File: config.mk
export PLATFORM = sky130hd
export DESIGN_NAME = prescaled_tc_counter
export DESIGN_NICKNAME = d
export VERILOG_FILES = /design/src/rtl/dncnt_pkg.sv /design/src/rtl/dncnt_field_reg.sv /design/src/rtl/dncnt_core.sv /design/src/rtl/prescaled_tc_counter.sv
export SDC_FILE = /design/constraint.sdc
export NUM_CORES = 1
export LEC_CHECK = 0
export BUFFER_PORTS_ARGS = -buffer_cell sky130_fd_sc_hd__buf_2
export CORE_ASPECT_RATIO = 1.1
export CORE_UTILIZATION = 48
export DETAILED_ROUTE_END_ITERATION = 8
export HOLD_SLACK_MARGIN = 0.12
export MAX_ROUTING_LAYER = met4
export PLACE_DENSITY = 0.74
export SLEW_MARGIN = 20
export SYNTH_ARGS = -nofsm -noshare
export SYNTH_HDL_FRONTEND = slang
export SYNTH_SLANG_ARGS = --single-unit
File: constraint.sdc
create_clock -name clk -period 2.1 [get_ports clk]
set_clock_uncertainty 0.15 [all_clocks]
set_input_delay 0 -clock clk [delete_from_list [all_inputs] [get_ports clk]]
set_output_delay 0 -clock clk [all_outputs]
set_load 0.005 [all_outputs]
File: src/rtl/dncnt_pkg.sv
package dncnt_pkg;
  localparam int unsigned DNCNT_SEL_W     = 16;
  localparam int unsigned DNCNT_PRE_LOG2  = 4;
  localparam logic [15:0] DNCNT_SEL_RESET = 16'h00FF;
endpackage

File: src/rtl/dncnt_field_reg.sv
module dncnt_field_reg #(
  parameter int unsigned          SEL_W = 16,
  parameter logic [SEL_W-1:0]     RESET_VAL = '0
) (
  input  logic             clk,
  input  logic             rst,
  input  logic             we,
  input  logic [SEL_W-1:0] wdata,
  output logic [SEL_W-1:0] value
);
  logic [SEL_W-1:0] value_q;

  always_ff @(posedge clk) begin
    if (rst)     value_q <= RESET_VAL;
    else if (we) value_q <= wdata;
  end

  assign value = value_q;
endmodule

File: src/rtl/dncnt_core.sv
module dncnt_core #(
  parameter int unsigned      SEL_W     = 16,
  parameter int unsigned      PRE_LOG2  = 4,
  parameter logic [SEL_W-1:0] RESET_SEL = '0,
  localparam int unsigned     TOT_W     = SEL_W + PRE_LOG2
) (
  input  logic             clk,
  input  logic             rst,
  input  logic [SEL_W-1:0] period_sel,
  output logic [TOT_W-1:0] cnt,
  output logic             tc
);
  localparam logic [TOT_W-1:0] RESET_LOAD = {RESET_SEL, {PRE_LOG2{1'b1}}};

  logic [TOT_W-1:0] cnt_q;
  logic [TOT_W-1:0] reload;
  logic             tc_q;

  // 16*sel+15 is a shift plus all-ones low bits: no adder needed
  assign reload = {period_sel, {PRE_LOG2{1'b1}}};

  always_ff @(posedge clk) begin
    if (rst) begin
      cnt_q <= RESET_LOAD;
      tc_q  <= 1'b0;
    end else begin
      if (cnt_q == '0) cnt_q <= reload;
      else             cnt_q <= cnt_q - TOT_W'(1);
      // registered pulse lines up with the cycle where cnt_q is zero
      tc_q <= (cnt_q == TOT_W'(1));
    end
  end

  assign cnt = cnt_q;
  assign tc  = tc_q;
endmodule

File: src/rtl/prescaled_tc_counter.sv
module prescaled_tc_counter
  import dncnt_pkg::*;
#(
  parameter int unsigned      SEL_W     = DNCNT_SEL_W,
  parameter int unsigned      PRE_LOG2  = DNCNT_PRE_LOG2,
  parameter logic [SEL_W-1:0] RESET_SEL = SEL_W'(DNCNT_SEL_RESET),
  localparam int unsigned     TOT_W     = SEL_W + PRE_LOG2
) (
  input  logic             clk,
  input  logic             rst,
  input  logic             cfg_we,
  input  logic [SEL_W-1:0] cfg_wdata,
  output logic [SEL_W-1:0] cfg_rdata,
  output logic             tc_pulse
);
  logic [SEL_W-1:0] sel_w;
  logic [TOT_W-1:0] cnt_w;

  dncnt_field_reg #(
    .SEL_W     (SEL_W),
    .RESET_VAL (RESET_SEL)
  ) u_reg (
    .clk   (clk),
    .rst   (rst),
    .we    (cfg_we),
    .wdata (cfg_wdata),
    .value (sel_w)
  );

  dncnt_core #(
    .SEL_W     (SEL_W),
    .PRE_LOG2  (PRE_LOG2),
    .RESET_SEL (RESET_SEL)
  ) u_core (
    .clk        (clk),
    .rst        (rst),
    .period_sel (sel_w),
    .cnt        (cnt_w),
    .tc         (tc_pulse)
  );

  assign cfg_rdata = sel_w;
endmodule

==> key figures <==
Drt
  • Wl on met1: between 2 and 2.5 mm
  • Final WL: 5.09 mm
  • Met3 WL: between 200 and 300 um
  • Post-route ant nets: 0
  • DRC Markers: 0
  • Vias per cell: 5.49
  • Iter 0 DRT Violations: about 80
  • Top Layer Used: met4
  • Total iterations of the first detailed-routing run: 5
  • DR WL/cell: 16.4 um
  • Vias post-DR: 1,701
  • Wire length on met2: 2.41 mm

Placement
  • Gpl congestion: 0.949
  • Detailed placer's ending HPWL: 2.45 mm
  • IO Port Bufs: 35

Final layout
  • Ant. Diodes: 0
  • Area growth from synthesis to layout: 46.1%
  • Ratio of cells with drive above 1 in the final layout: ~24%
  • Nets@finish: 283
  • Fillers: ~220

Floorplanning
  • Core Area: 3360 um^2
  • Starting Density: between 50% and 60%
  • Die area: around 3800 um^2
  • Row cnt: 22
  • Die Y: 64.4 um
  • Chip width: 58.8 um
  • I/O pin count: 36

Setup path
  • Critical Path RT: between 2000 and 2500 ps
  • Arrival @ worst endpoint: roughly 2100 ps
  • Crit Path Class: flop to flop
  • Reg2reg end: u_reg.value[9]$_SDFFE_PP0P_
  • Startpoint types: flop
  • Reg2Reg Depth: 4
  • Worst r2r src: u_reg.value[9]$_SDFFE_PP0P_
  • R2r setup slk: 90 ps
  • CP Capture Type: flop
  • Max FO, Critical Path: 3

Pwr
  • Switching power: about 360 uW
  • Worst vdd ir: 0.000413 V
  • P_int: 1.21 mW
  • Clock Power Share: around two fifths
  • Switching part of the total: 23.0%
  • Comb pwr share: about 13%
  • Power Density: between 600 and 700 nW/um^2
  • Part of the power in registers: 47.8%
  • Leak: roughly 1.1 nW

Timing
  • Slew margin rel.: 56.0%
  • Tcrit/Tclk final: 95.9%
  • Hold WS: around 340 ps
  • Worst-margin pin slew: 660 ps
  • Final min period: 2010 ps
  • Peak Freq: just under 500 MHz
  • Final Hold Viols: 0
  • Unrepaired setup endpoints after global routing: no
  • Sum Neg Setup Slack: 0 ps
  • Final Slew Violations: 0
  • Final setup fails: 0

CTS
  • Htree depth: 2
  • CTS Buf Count: 5
  • Skew-Pair Late Insertion Delay: 350 ps
  • CTS Sinks: 37
  • CTS Buffer Depth: 2
  • TritonCTS clock tree: built
  • Clock transition at the registers of the reported paths: 120 ps
  • CTS root buf: clkbuf_4

Outcome
  • Status: finished clean

Global routing
  • First-pass GRT wire length: a little over 8 mm
  • Vias in the first global route: 1,620
  • Total GRT Usage: approximately 30%
  • Grt total ovfl: 0
  • Initial antenna violation count: 0
  • Largest net degree at the start of global routing: 35

Synthesis
  • Synth cell types: 38
  • Synth Cell Area: 1700 um^2
  • Net Count, Synth: 202
  • Avg Inst Size Synth: around 9.4 um^2
  • Seq/Total Area, Yosys: 43.6%
  • Ys Warns: 0
  • Top post-synthesis cells by area: dfxtp_1 44%, nor2_1 7.3%, mux2i_1 4.7%
  • Cell count after synthesis: 180
  • Synthesis-stage register bit count: 37
  • Post-synth top area share: 43.6%
  • Synth area leader: dfxtp_1

Flow run
  • Max-cap violations: 0

Hold path
  • Worst hold path cell count: 1
  • Hold endpoint: u_core.cnt[7]$_SDFF_PP1_
  • HP Class: flop to flop
  • Worst Hold Launch: u_reg.value[3]$_SDFFE_PP1P_
critical path, stage by stage, from the launching register on:
cell and delay [ps]:
dfxtp_1 360, mux2i_1 150, dlygate4sd3_1 590, nor2_1 50, dlygate4sd3_1 610
metrics by stage:
stage,power [mW],area [um^2],util [%],instances,worst slack (ps)
3_5_place_dp,0.875,1950,58.1,261,92.9
4_1_cts,1.55,2460,73.4,310,73.9
3_3_place_gp,0.871,1950,58.1,261,124
6_report,1.57,2480,74.0,310,85.8
5_1_grt,1.63,2480,74.0,310,3.18
2_1_floorplan,0.825,1710,-,180,140
worst max-delay path by stage:
| stage | from | to | cells after the start | slack [ps] |
|---|---|---|---|---|
| floorplan | u_core.cnt[0]$_SDFF_PP1_ | u_core.cnt[10]$_SDFF_PP1_ | 8 | 140 |
| global placement | u_core.cnt[11]$_SDFF_PP1_ | u_core.cnt[11]$_SDFF_PP1_ | 5 | 120 |
| detailed placement | u_core.cnt[11]$_SDFF_PP1_ | u_core.cnt[11]$_SDFF_PP1_ | 5 | 90 |
| CTS | u_core.cnt[11]$_SDFF_PP1_ | u_core.cnt[11]$_SDFF_PP1_ | 5 | 70 |
| global route | u_core.cnt[11]$_SDFF_PP1_ | u_core.cnt[9]$_SDFF_PP1_ | 5 | 3 |
| finish | u_reg.value[9]$_SDFFE_PP0P_ | u_reg.value[9]$_SDFFE_PP0P_ | 4 | 90 |
flip-flops by register name (all words and copies together), names as in the netlist:
name	cells
u_core.cnt	20
u_core.tc	1
u_reg.value	16
layout by cell type, fill, tap and decap left out, types with 2 or more instances in the layout:
master,netlist,final
or4_1,2,2
nand2_1,7,7
clkbuf_4,0,5
xor2_1,6,6
o21bai_1,3,3
nand4_1,6,6
a211oi_2,6,6
dlygate4sd3_1,0,41
ha_1,3,2
buf_4,0,7
nor3_1,3,3
nor2_1,33,33
bufinv_16,0,2
mux2i_1,8,8
a22oi_1,3,3
nor2b_1,9,9
dfxtp_1,37,37
o21ai_0,2,2
buf_2,1,35
xnor2_1,8,8
a211o_1,9,9
a21oi_1,3,3
nor4_1,6,4
nor4_2,0,2
inv_1,2,2
synth_stat cells (all sizes together):
cell type and count:
o21ai 2, nor3b 1, mux2i 8, a22oi 3
xor2 6, nand4 7, nand3 1, nor2 34
xnor2 8, a21oi 3, dfxtp 37, a211oi 7
ha 3, and2b 1, and3 1, mux2 1
inv 2, o21bai 3, nand4bb 1, o41ai 1
nor3 3, nand2b 1, o31ai 1, clkbuf 6
nand2 7, a311oi 1, or3 1, buf 3
nor2b 9, or4 2, nor4 7, a211o 9
power groups by stage:
stage	registers [mW]	clock network, mW	logic (mW)
finish	0.752	0.625	0.197
global route	0.756	0.660	0.210
CTS	0.749	0.624	0.178
detailed placement	0.765	0	0.111
global placement	0.764	0	0.107
floorplan	0.762	0	0.0636
layer usage:
metal	track usage, %	vias to the layer above
met5	-	-
met4	8.33	0
met3	5.59	14
met2	46.4	77
met1	39.0	810
li1	-	800
cell type report:
type / count / area (um^2) / share of cell area (%)
Clock buffer: 5 / 37.5 / 1.51
Timing Repair Buffer: 83 / 638 / 25.7
Clock inverter: 3 / 65.1 / 2.62
Sequential cell: 37 / 741 / 29.8
Inverter: 2 / 7.51 / 0.302
Multi-Input combinational cell: 132 / 936 / 37.7
Tap cell: 48 / 60.1 / 2.42
cells by family (layout without fill, tap and decap cells):
| kind of cell | count (synthesis) | count (layout) | share of synthesized area (%) |
|---|---|---|---|
| buffers and inverters | 11 | 93 | 2.94 |
| XOR/XNOR | 14 | 14 | 7.21 |
| flip-flops | 37 | 37 | 43.6 |
| multiplexers | 9 | 9 | 5.37 |
| AO/OA/AOI/OAI | 30 | 30 | 15.1 |
| AND/OR/NAND/NOR | 76 | 76 | 23.6 |
| adder cells (fa/ha/maj) | 3 | 3 | 2.21 |
timing repair:
action / CTS / global route
endpoints found under the hold margin: 30 / 0
buffers inserted: 0 / 0
gates resized for setup: 0 / 4
endpoints found under the setup margin: 0 / 10
hold buffers: 41 / 0
No activity file was read; power rests on OpenSTA's default activity.
